[src/rtl/rop_blit_engine.sv]
module rop_blit_engine #(
  parameter int PW = 8
) (
  input  logic          clk,
  input  logic          rst_n,
  input  logic          reg_we,
  input  logic [3:0]    reg_addr,
  input  logic [11:0]   reg_wdata,
  output logic [11:0]   reg_rdata,
  output logic          busy,
  output logic          irq,
  output logic          mem_req,
  output logic          mem_we,
  output logic [23:0]   mem_addr,
  output logic [PW-1:0] mem_wdata,
  input  logic [PW-1:0] mem_rdata
);
  localparam int AW = 24;

  typedef enum logic [2:0] {ST_IDLE, ST_SRC, ST_DST, ST_WAIT, ST_WR} st_t;
  st_t state;

  logic [5:0]    ctrl;
  logic [AW-1:0] src, dst, s_row, s_ptr, d_row, d_ptr;
  logic [11:0]   wid, hgt, pitch, tcol, col, row;
  logic [3:0]    rop;
  logic [PW-1:0] sq, dq;

  function automatic logic [PW-1:0] rop_f(input logic [3:0] c, input logic [PW-1:0] s, input logic [PW-1:0] d);
    case (c)
      4'd0:  return '0;
      4'd1:  return s & d;
      4'd2:  return s & ~d;
      4'd3:  return s;
      4'd4:  return ~s & d;
      4'd5:  return d;
      4'd6:  return s ^ d;
      4'd7:  return s | d;
      4'd8:  return ~(s | d);
      4'd9:  return ~(s ^ d);
      4'd10: return ~d;
      4'd11: return s | ~d;
      4'd12: return ~s;
      4'd13: return ~s | d;
      4'd14: return ~(s & d);
      default: return '1;
    endcase
  endfunction

  assign busy = (state != ST_IDLE);

  wire idle_wr   = reg_we && !busy;
  wire start     = idle_wr && ((reg_addr == 4'd0 && reg_wdata[11]) || (reg_addr == 4'd4 && ctrl[4]));
  wire [AW-1:0] dst_go = (reg_addr == 4'd4) ? {reg_wdata, dst[11:0]} : dst;
  wire empty     = (wid == 12'd0) || (hgt == 12'd0);
  wire last_col  = (col == wid - 12'd1);
  wire last      = last_col && (row == hgt - 12'd1);
  wire [AW-1:0] step  = ctrl[0] ? {AW{1'b1}} : {{(AW-1){1'b0}}, 1'b1};
  wire [AW-1:0] pstep = ctrl[0] ? -{12'd0, pitch} : {12'd0, pitch};
  wire match     = (dq == tcol[PW-1:0]);
  wire keep      = !ctrl[1] || (match == ctrl[2]);

  assign mem_req   = (state == ST_SRC && !empty) || state == ST_DST || (state == ST_WR && keep);
  assign mem_we    = (state == ST_WR) && keep;
  assign mem_addr  = (state == ST_SRC) ? s_ptr : d_ptr;
  assign mem_wdata = rop_f(rop, sq, dq);

  always_comb begin
    case (reg_addr)
      4'd0: reg_rdata = {busy, 5'd0, ctrl};
      4'd1: reg_rdata = src[11:0];
      4'd2: reg_rdata = src[23:12];
      4'd3: reg_rdata = dst[11:0];
      4'd4: reg_rdata = dst[23:12];
      4'd5: reg_rdata = wid;
      4'd6: reg_rdata = hgt;
      4'd7: reg_rdata = pitch;
      4'd8: reg_rdata = {8'd0, rop};
      4'd9: reg_rdata = tcol;
      default: reg_rdata = 12'd0;
    endcase
  end

  always_ff @(posedge clk or negedge rst_n) begin
    if (!rst_n) begin
      state <= ST_IDLE;
      ctrl <= '0; src <= '0; dst <= '0; wid <= '0; hgt <= '0; pitch <= '0; tcol <= '0; rop <= '0;
      s_row <= '0; s_ptr <= '0; d_row <= '0; d_ptr <= '0; col <= '0; row <= '0;
      sq <= '0; dq <= '0; irq <= 1'b0;
    end else begin
      if (idle_wr) begin
        case (reg_addr)
          4'd0: begin ctrl <= reg_wdata[5:0]; irq <= 1'b0; end
          4'd1: src[11:0]  <= reg_wdata;
          4'd2: src[23:12] <= reg_wdata;
          4'd3: dst[11:0]  <= reg_wdata;
          4'd4: dst[23:12] <= reg_wdata;
          4'd5: wid   <= reg_wdata;
          4'd6: hgt   <= reg_wdata;
          4'd7: pitch <= reg_wdata;
          4'd8: rop   <= reg_wdata[3:0];
          4'd9: tcol  <= reg_wdata;
          default: ;
        endcase
      end
      if (start) begin
        state <= ST_SRC;
        s_row <= src;    s_ptr <= src;
        d_row <= dst_go; d_ptr <= dst_go;
        col <= '0; row <= '0;
      end
      case (state)
        ST_SRC: if (empty) begin
                  state <= ST_IDLE;
                  irq   <= ctrl[5];
                end else state <= ST_DST;
        ST_DST:  begin sq <= mem_rdata; state <= ST_WAIT; end
        ST_WAIT: begin dq <= mem_rdata; state <= ST_WR; end
        ST_WR: begin
          if (last) begin
            state <= ST_IDLE;
            irq   <= ctrl[5];
            if (ctrl[3]) dst <= d_ptr + step;
          end else begin
            state <= ST_SRC;
            if (last_col) begin
              col <= '0; row <= row + 12'd1;
              s_row <= s_row + pstep; s_ptr <= s_row + pstep;
              d_row <= d_row + pstep; d_ptr <= d_row + pstep;
            end else begin
              col <= col + 12'd1;
              s_ptr <= s_ptr + step;
              d_ptr <= d_ptr + step;
            end
          end
        end
        default: ;
      endcase
    end
  end
endmodule

[config.mk]
export PLATFORM = sky130hd
export DESIGN_NAME = rop_blit_engine
export DESIGN_NICKNAME = d
export VERILOG_FILES = /design/src/rtl/rop_blit_engine.sv
export SDC_FILE = /design/constraint.sdc
export NUM_CORES = 1
export LEC_CHECK = 0
export ABC_AREA = 1
export BUFFER_PORTS_ARGS = -buffer_cell sky130_fd_sc_hd__buf_2
export CAP_MARGIN = 25
export CORE_MARGIN = 2
export CORE_UTILIZATION = 52
export DETAILED_ROUTE_END_ITERATION = 6
export PLACE_DENSITY_LB_ADDON = 0.3
export RECOVER_POWER = 100
export SLEW_MARGIN = 20
export SYNTH_ARGS = -nofsm -noshare
export SYNTH_HDL_FRONTEND = slang
export SYNTH_SLANG_ARGS = --single-unit
[constraint.sdc]
create_clock -name clk -period 10.24 [get_ports clk]
set_input_delay 0.512 -clock clk [delete_from_list [all_inputs] [get_ports clk]]
set_output_delay 0.512 -clock clk [all_outputs]
set_load 0.01 [all_outputs]
==> flow_summary.rst, run 1 <==
.. list-table::
   :header-rows: 1

   * - Metric
     - Value
   * - Async S/R FF share, synth
     - 100%
   * - Worst Hold Launch
     - mem_rdata[6]
   * - Violations in the final reports
     - max-capacitance violations, max-slew violations
   * - Layout Nets
     - about 3300
   * - Arrival time of the worst setup path
     - 7.51 ns
   * - Die area
     - 41200 sq um
   * - Syn_nets
     - between 3000 and 4000
   * - Quantity of I/O buffers inserted on ports
     - 74
   * - Worst supply voltage drop on vdd
     - about 140 uV
   * - Launch point of the critical path
     - state[0]$_DFFE_PN0P_
   * - Fraction of the yosys area taken by sequential cells
     - 29.9%
   * - Number of antenna violations at the first check in global routing
     - 2
   * - Clock sink total
     - approximately 250
   * - Synthesis warning total
     - 0
   * - First-pass GRT wire length
     - 124000 um
   * - Fin area
     - 22200 sq um
   * - Slowest cell on crit path
     - sky130_fd_sc_hd__clkbuf_1
   * - Grt ovf
     - 0
   * - TritonCTS clock tree
     - built
   * - Area of the core region
     - 38900 sq um
   * - Root Buffer
     - sky130_fd_sc_hd__clkbuf_16
   * - Type of the worst setup path
     - register to register
   * - Final core utilization
     - roughly 57%
   * - Power density over cell area
     - roughly 100 nW/um^2
   * - Detailed placement HPWL
     - 60800 um
   * - Cell area after placement
     - 21300 sq um
   * - Kind of end point of the critical path
     - register
   * - Multi-input logic area
     - about 13000 sq um
   * - Number of nets with antenna violations after detailed routing
     - 0
   * - Pins Over Slew Limit
     - between 400 and 500
   * - Via count
     - 22100
   * - DIE WIDTH
     - 203 um
   * - Actual slew at the worst max-slew pin
     - around 6.6 ns
   * - Unrepaired setup endpoints after global routing
     - false
   * - Total clock buffers created by CTS
     - 29
   * - Setup TNS
     - 0 ns
   * - Tcrit/Tclk final
     - between 60% and 70%
   * - Count of placed standard cells including taps
     - ~3600
   * - Number of enable flip-flop cells after synthesis
     - 0
   * - Drt total wl
     - between 80000 and 90000 um
   * - Worst EP required
     - 10.72 ns
   * - Worst Slack Setup Final
     - 3.20 ns
   * - P&R area growth vs syn
     - 7.65%
   * - Htree depth
     - 1
   * - Final number of hold-violating endpoints
     - 0
   * - Average via count per standard cell
     - 6.01
   * - Total routing resource utilization after global routing
     - about two fifths
   * - Filler cell count
     - 3913
   * - Most used cells in the layout excluding fill and tap cells
     - sky130_fd_sc_hd__nand2_1, sky130_fd_sc_hd__nor2_1, sky130_fd_sc_hd__inv_1, sky130_fd_sc_hd__o21ai_0, sky130_fd_sc_hd__nand3_1
   * - Leading area contributor after synthesis
     - sky130_fd_sc_hd__dfrtp_1
   * - Static Leak
     - 0.0110 uW
   * - Source-to-sink clock delay at the later pin of the worst-skew pair
     - 0.59 ns
   * - I/O pin count
     - 75
   * - Number of unique standard cell types used by synthesis
     - 56
   * - Worst setup slack before clock tree synthesis
     - 6.29 ns
   * - Element type at the critical path start
     - register
   * - Ys flop type
     - sky130_fd_sc_hd__dfrtp_1
   * - Critical-path cell list
     - nor2_1 -> inv_1 -> nor2_2 -> clkbuf_1 -> inv_1 -> nor2_4 -> clkbuf_1 -> nand2_1 -> nor2_1 -> nor2_1
   * - Initial standard-cell utilization of the core
     - 52.9%
   * - Number of maximum-capacitance violations
     - 9
   * - Cell area after technology mapping
     - 20600 sq um
   * - Gpl congestion
     - 1.04
   * - Syn Inst Count
     - 3113
   * - Share of the synthesized area in the top cell type
     - 29.9%
   * - Beginning of the worst register-to-register path
     - state[0]$_DFFE_PN0P_
   * - Setup Buffers After CTS
     - 0
   * - Die Y
     - 203 um
   * - Outcome
     - finished with violations
   * - Number of global-route vias before repair
     - 21200
   * - CTS Buffer Depth
     - 3
   * - Most common cell after layout, fill and taps aside
     - sky130_fd_sc_hd__nand2_1
   * - Largest stage delay, worst path
     - a little under 3 ns
   * - Max frequency
     - 142 MHz
   * - Setup violation total in the final timing report
     - 0
   * - Starting DRT DRC Count
     - 2257
   * - Number of cell rows
     - 72
   * - Synth top area cells
     - sky130_fd_sc_hd__dfrtp_1, sky130_fd_sc_hd__nand2_1, sky130_fd_sc_hd__ha_1, sky130_fd_sc_hd__nand3_1, sky130_fd_sc_hd__nor2_1
   * - Kind of path behind the tightest hold check
     - input pin to register
   * - First-pass iteration count of the detailed router
     - 6
   * - Average instance area after synthesis
     - 6.62 sq um
   * - Critical path fanouts, max
     - 78
   * - Hold-fix buffer count after cts
     - 0
   * - Mean routed wirelength per cell
     - 22.2 um
   * - DRC violations left
     - 0
   * - Worst clock skew
     - ~0.013 ns
   * - Number of gates resized after CTS
     - 0
   * - Layout cell share with drive strength beyond 1
     - 4.24%
   * - Slew Limit Headroom
     - -337%
   * - Final cell count without fillers
     - 3680
   * - Largest net degree at the start of global routing
     - 106
   * - Post-layout min period
     - just over 7 ns
   * - Register clock-pin slew on the reported worst setup and hold paths
     - 0.07 ns
   * - #FFs+latches synth
     - 246
   * - Most frequent cell on the critical path
     - sky130_fd_sc_hd__nor2_1
   * - Area occupied by registers
     - 6160 sq um
flip-flops by register name (all words and copies together) (netlist names):
name	flops
row	12
col	12
src	24
d_ptr	24
wid	12
tcol	12
s_row	24
dst	24
state	3
irq	1
hgt	12
s_ptr	24
sq	8
d_row	24
dq	8
pitch	12
rop	4
ctrl	6
power breakdown:
part / leakage (uW) / total (uW) / internal, uW / switching (uW)
logic: 0.00808 / 95.6 / 22.0 / 73.6
clock network: 0.000498 / 1140 / 667 / 474
registers: 0.00245 / 981 / 975 / 5.81
kinds of logic (layout without fill, tap and decap cells):
family	Yosys count	in the layout	synth area share (%)
adders and majority gates	133	133	8.22
AOI/OAI and AO/OA	534	534	14.4
other	0	2	0
and+or+nand+nor	1628	1628	33.3
DFF	246	246	29.9
muxes	12	12	0.656
buffers and inverters	453	500	8.89
xor gates and xnor gates	107	107	4.65
cells in the mapped netlist, types with 12 or more instances:
cell                          n
sky130_fd_sc_hd__nand2_1    864
sky130_fd_sc_hd__nor2_1     353
sky130_fd_sc_hd__inv_1      345
sky130_fd_sc_hd__nand3_1    267
sky130_fd_sc_hd__dfrtp_1    246
sky130_fd_sc_hd__o21ai_0    244
sky130_fd_sc_hd__ha_1       129
sky130_fd_sc_hd__a21oi_1    121
sky130_fd_sc_hd__xor2_1      71
sky130_fd_sc_hd__clkbuf_1    55
sky130_fd_sc_hd__o22ai_1     47
sky130_fd_sc_hd__o21ai_1     46
sky130_fd_sc_hd__nand4_1     40
sky130_fd_sc_hd__nor3_1      38
sky130_fd_sc_hd__xnor2_1     34
sky130_fd_sc_hd__buf_2       23
sky130_fd_sc_hd__o2111ai_1   13
sky130_fd_sc_hd__mux2_2      12
path summary, 6_finish.rpt:
check / endpoint / cells past startpoint / slack, ns
worst max register to register: s_ptr[16]$_DFF_PN0_ / 10 / 3.20
worst min-delay path: sq[6]$_DFFE_PN0P_ / 3 / 0.19
worst max-delay path: s_ptr[16]$_DFF_PN0_ / 10 / 3.20
min in group asynchronous: s_ptr[5]$_DFF_PN0_ / 1 / 2.36
max in group asynchronous: col[4]$_DFF_PN0_ / 1 / 4.21
worst min register to register: tcol[9]$_DFFE_PN0P_ / 1 / 0.53
critical path: cells and delay by family, from the launching register on:
kind | cells | cell delay, ns
and+or+nand+nor | 6 | 1.41
buffers and inverters | 4 | 5.02
DFF | 1 | 0.42
layout make-up:
| type | instances | share of cell area (%) |
|---|---|---|
| Clock inverter | 15 | 0.841 |
| Clock buffer | 37 | 3.72 |
| Sequential cell | 246 | 27.8 |
| Tap cell | 518 | 2.92 |
| Inverter | 353 | 5.98 |
| Multi-Input combinational cell | 2414 | 56.7 |
| Antenna cell | 2 | 0.0226 |
| Timing Repair Buffer | 95 | 2.05 |
metal layers:
layer,share of wire (%),wire length (um),GRT usage (%)
met1,39,31700,48.7
met2,46,37800,65.6
met3,9.3,7550,6.77
met4,5.7,4640,19.7
met5,0,0,0
through the flow:
| step | hold WS [ns] | power [uW] |
|---|---|---|
| 2_1_floorplan | 0.216 | 1030 |
| 3_3_place_gp | 0.489 | 1090 |
| 3_5_place_dp | 0.505 | 1090 |
| 4_1_cts | 0.0215 | 2220 |
| 5_1_grt | 0.200 | 2270 |
| 6_report | 0.188 | 2220 |
No activity file was read; power rests on OpenSTA's default activity.
==> run 2, diff against run 1 <==
--- a/config.mk
+++ b/config.mk
@@ -5,7 +5,7 @@
 export SDC_FILE = /design/constraint.sdc
 export NUM_CORES = 1
 export LEC_CHECK = 0
-export ABC_AREA = 1
+export ABC_AREA = 0
 export BUFFER_PORTS_ARGS = -buffer_cell sky130_fd_sc_hd__buf_2
 export CAP_MARGIN = 25
 export CORE_MARGIN = 2
==> constraint.sdc (replaced) <==
create_clock -name clk -period 7.35 [get_ports clk]
set_input_delay 0.3675 -clock clk [delete_from_list [all_inputs] [get_ports clk]]
set_output_delay 0.3675 -clock clk [all_outputs]
set_load 0.01 [all_outputs]
==> run 2 against run 1 <==
Effect of this change: the flow finishes with violations (design-rule violations, max-capacitance violations, max-slew violations); global-route usage down 6.9 points; critical path depth up 3; sequential power rose to 2.9 times the previous value; non-clock buffer count increased by 6; critical endpoint is now s_row[18]$_DFF_PN0_; die area fell by 7.1%; synthesized cell count down 29%; largest power group is now combinational cells; fmax is 19% higher.
==> flow_summary.rst, run 2 <==
.. list-table::
   :header-rows: 1

   * - Metric
     - Value
   * - Outcome
     - finished with violations (unchanged)
   * - Violations in the final reports
     - design-rule violations, max-capacitance violations, max-slew violations (was max-capacitance violations, max-slew violations)
   * - Number of unique standard cell types used by synthesis
     - 93 (was 56)
   * - Number of enable flip-flop cells after synthesis
     - 0 (unchanged)
   * - Worst EP required
     - 7.78 ns (was 10.72 ns)
   * - Worst Hold Launch
     - mem_rdata[3] (was mem_rdata[6])
   * - Most frequent cell on the critical path
     - sky130_fd_sc_hd__nand2_1 (was sky130_fd_sc_hd__nor2_1)
   * - Power density over cell area
     - 573 nW/um^2 (was 100 nW/um^2)
   * - Unrepaired setup endpoints after global routing
     - false (unchanged)
   * - Syn_nets
     - 2361 (was 3273)
   * - Cell area after technology mapping
     - 19100 sq um (was 20600 sq um)
   * - Most used cells in the layout excluding fill and tap cells
     - sky130_fd_sc_hd__nand2_1, sky130_fd_sc_hd__dfrtp_1, sky130_fd_sc_hd__o21ai_0, sky130_fd_sc_hd__a21oi_1, sky130_fd_sc_hd__nor2_1 (was sky130_fd_sc_hd__nand2_1, sky130_fd_sc_hd__nor2_1, sky130_fd_sc_hd__inv_1, sky130_fd_sc_hd__o21ai_0, sky130_fd_sc_hd__nand3_1)
   * - Largest stage delay, worst path
     - 1.98 ns (was 2.95 ns)
   * - Drt total wl
     - 62600 um (was 81600 um)
   * - I/O pin count
     - 75 (unchanged)
   * - Via count
     - 17900 (was 22100)
   * - Ranking of synthesized cells by instance count
     - sky130_fd_sc_hd__nand2_1, sky130_fd_sc_hd__dfrtp_1, sky130_fd_sc_hd__o21ai_0 (was sky130_fd_sc_hd__nand2_1, sky130_fd_sc_hd__nor2_1, sky130_fd_sc_hd__inv_1)
   * - Worst setup slack before clock tree synthesis
     - 2.67 ns (was 6.29 ns)
   * - Area of the core region
     - 36400 sq um (was 38900 sq um)
   * - Number of global-route vias before repair
     - 17100 (was 21200)
   * - Gpl congestion
     - 0.951 (was 1.04)
   * - Share of the synthesized area in the top cell type
     - 32.2% (was 29.9%)
   * - Worst Slack Setup Final
     - 1.46 ns (was 3.20 ns)
   * - Kind of end point of the critical path
     - register (unchanged)
   * - Count of placed standard cells including taps
     - 2642 (was 3625)
   * - Grt ovf
     - 0 (unchanged)
   * - Initial standard-cell utilization of the core
     - 52.4% (was 52.9%)
   * - Fraction of the yosys area taken by sequential cells
     - 32.2% (was 29.9%)
   * - Die Y
     - 196 um (was 203 um)
   * - Leading area contributor after synthesis
     - sky130_fd_sc_hd__dfrtp_1 (unchanged)
   * - Async S/R FF share, synth
     - 100% (unchanged)
   * - Beginning of the worst register-to-register path
     - wid[0]$_DFFE_PN0P_ (was state[0]$_DFFE_PN0P_)
   * - DIE WIDTH
     - 196 um (was 203 um)
   * - Register clock-pin slew on the reported worst setup and hold paths
     - 0.06 ns (was 0.07 ns)
   * - Post-layout min period
     - 5.89 ns (was 7.04 ns)
   * - Count leader, synth
     - sky130_fd_sc_hd__nand2_1 (unchanged)
   * - Setup violation total in the final timing report
     - 0 (unchanged)
   * - Mean routed wirelength per cell
     - 23.2 um (was 22.2 um)
   * - Pins Over Slew Limit
     - 328 (was 420)
   * - Source-to-sink clock delay at the later pin of the worst-skew pair
     - 0.58 ns (was 0.59 ns)
   * - Actual slew at the worst max-slew pin
     - 3.01 ns (was 6.55 ns)
   * - Number of nets with antenna violations after detailed routing
     - 0 (unchanged)
   * - Arrival time of the worst setup path
     - 6.32 ns (was 7.51 ns)
   * - Quantity of I/O buffers inserted on ports
     - 74 (unchanged)
   * - Number of antenna violations at the first check in global routing
     - 1 (was 2)
   * - #FFs+latches synth
     - 246 (unchanged)
   * - Static Leak
     - 0.00905 uW (was 0.0110 uW)
   * - Critical-path cell list
     - inv_1 -> ha_1 -> nor3b_1 -> nand2_1 -> or3_1 -> nand2_1 -> and4_2 -> clkbuf_1 -> and3_1 -> buf_4 -> o21ai_0 -> a21oi_1 -> a311oi_1 (was nor2_1 -> inv_1 -> nor2_2 -> clkbuf_1 -> inv_1 -> nor2_4 -> clkbuf_1 -> nand2_1 -> nor2_1 -> nor2_1)
   * - Htree depth
     - 1 (unchanged)
   * - P&R area growth vs syn
     - 9.10% (was 7.65%)
   * - Synth top area cells
     - sky130_fd_sc_hd__dfrtp_1, sky130_fd_sc_hd__ha_1, sky130_fd_sc_hd__mux2_2, sky130_fd_sc_hd__nand2_1, sky130_fd_sc_hd__o21ai_0 (was sky130_fd_sc_hd__dfrtp_1, sky130_fd_sc_hd__nand2_1, sky130_fd_sc_hd__ha_1, sky130_fd_sc_hd__nand3_1, sky130_fd_sc_hd__nor2_1)
   * - Max frequency
     - 170 MHz (was 142 MHz)
   * - TritonCTS clock tree
     - built (unchanged)
   * - Final number of hold-violating endpoints
     - 0 (unchanged)
   * - Die area
     - 38300 sq um (was 41200 sq um)
   * - Detailed placement HPWL
     - 44600 um (was 60800 um)
   * - Ys flop type
     - sky130_fd_sc_hd__dfrtp_1 (unchanged)
   * - Element type at the critical path start
     - register (unchanged)
   * - Starting DRT DRC Count
     - 1901 (was 2257)
   * - First-pass GRT wire length
     - 97100 um (was 124000 um)
   * - Layout Nets
     - 2367 (was 3299)
   * - DRC violations left
     - 2 (was 0)
   * - Number of maximum-capacitance violations
     - 8 (was 9)
   * - Tcrit/Tclk final
     - 80.2% (was 68.7%)
   * - Slew Limit Headroom
     - -100% (was -337%)
   * - Total clock buffers created by CTS
     - 29 (unchanged)
   * - Root Buffer
     - sky130_fd_sc_hd__clkbuf_16 (unchanged)
   * - First-pass iteration count of the detailed router
     - 7 (was 6)
   * - Slowest cell on crit path
     - sky130_fd_sc_hd__clkbuf_1 (unchanged)
   * - Layout cell share with drive strength beyond 1
     - 11.2% (was 4.24%)
   * - Average via count per standard cell
     - 6.62 (was 6.01)
   * - Setup TNS
     - 0 ns (unchanged)
   * - Worst supply voltage drop on vdd
     - 236 uV (was 137 uV)
   * - Launch point of the critical path
     - wid[0]$_DFFE_PN0P_ (was state[0]$_DFFE_PN0P_)
   * - Final cell count without fillers
     - 2698 (was 3680)
   * - Average instance area after synthesis
     - 8.68 sq um (was 6.62 sq um)
   * - CTS Buffer Depth
     - 3 (unchanged)
   * - Kind of path behind the tightest hold check
     - input pin to register (unchanged)
   * - Critical path fanouts, max
     - 45 (was 78)
   * - Type of the worst setup path
     - register to register (unchanged)
   * - Setup Buffers After CTS
     - 0 (unchanged)
   * - Worst clock skew
     - 0.0123 ns (was 0.0131 ns)
   * - Largest net degree at the start of global routing
     - 118 (was 106)
   * - Most common cell after layout, fill and taps aside
     - sky130_fd_sc_hd__nand2_1 (unchanged)
   * - Clock sink total
     - 246 (unchanged)
   * - Number of cell rows
     - 70 (was 72)
   * - Total routing resource utilization after global routing
     - 32.2% (was 39.2%)
   * - Synthesis warning total
     - 0 (unchanged)
   * - Syn Inst Count
     - 2201 (was 3113)
[run 2: cell type report]
cell class	count	area, sq um
multi-input cells	1764	12200
fillers	3296	15600
well taps	468	586
repair buffers	101	498
inverters	65	244
clock buffers	36	802
flip-flops and latches	246	6160
clock inverters	17	319
diodes	1	2.50
[run 2: report_power, final]
group / total [uW] / leakage (uW) / internal (uW) / switching, uW
clock: 1710 / 0.000547 / 1090 / 630
combinational: 7370 / 0.00554 / 3070 / 4300
sequential: 2860 / 0.00296 / 1960 / 898
total: 11900 / 0.00905 / 6110 / 5830
[run 2: critical path: cells and delay by family (launching register included)]
family / cells / cell delay, ns
flops: 1 / 0.49
buf+inv: 3 / 2.63
compound gates: 3 / 0.43
simple gates: 6 / 1.92
fa+ha+maj: 1 / 0.22
[run 2: what timing repair did]
| action | CTS | global route |
|---|---|---|
| hold endpoints to repair | 115 | 0 |
| hold buffers | 1 | 0 |
| gates resized for setup | 0 | 0 |
| setup endpoints to repair | 0 | 0 |
[run 2: path summary, 6_finish.rpt]
| check | to | slack (ns) | cells after the start |
|---|---|---|---|
| max reg2reg | s_row[18]$_DFF_PN0_ | 1.46 | 13 |
| max in group asynchronous | d_row[21]$_DFF_PN0_ | 3.54 | 3 |
| max | s_row[18]$_DFF_PN0_ | 1.46 | 13 |
| min reg2reg | tcol[8]$_DFFE_PN0P_ | 0.52 | 1 |
| min | sq[3]$_DFFE_PN0P_ | 0.01 | 3 |
| min in group asynchronous | s_ptr[2]$_DFF_PN0_ | 0.46 | 2 |
[run 2: cells by family (layout without fill, tap and decap cells)]
group                      after synthesis  count (layout)  share of synthesized area, %
buffers and inverters                  191             219                          3.99
and+or+nand+nor                        698             698                          17.6
AOI/OAI and AO/OA                      647             647                          22.3
DFF                                    246             246                          32.2
muxes                                  155             155                          9.03
adders and majority gates              134             134                          8.93
other                                    0               1                             0
xor gates and xnor gates               130             130                          5.96
[run 2: metrics by stage]
stage	area, sq um	power, uW	hold WS (ns)	util (%)
2_1_floorplan	19100	8140	0.0719	-
3_3_place_gp	19800	9860	0.491	54.4
3_5_place_dp	19800	10100	0.505	54.4
4_1_cts	21000	11900	0.00367	57.5
5_1_grt	20800	12900	0.0302	57.2
6_report	20800	11900	0.0137	57.2
[run 2: routing by layer]
metal  part of all wire, %  vias up  global-route usage [%]
li1                      -     8142                       -
met1                    41     8683                    42.8
met2                    45      850                    51.2
met3                   7.9      191                    5.14
met4                   5.9        0                    16.5
met5                     0        -                       0
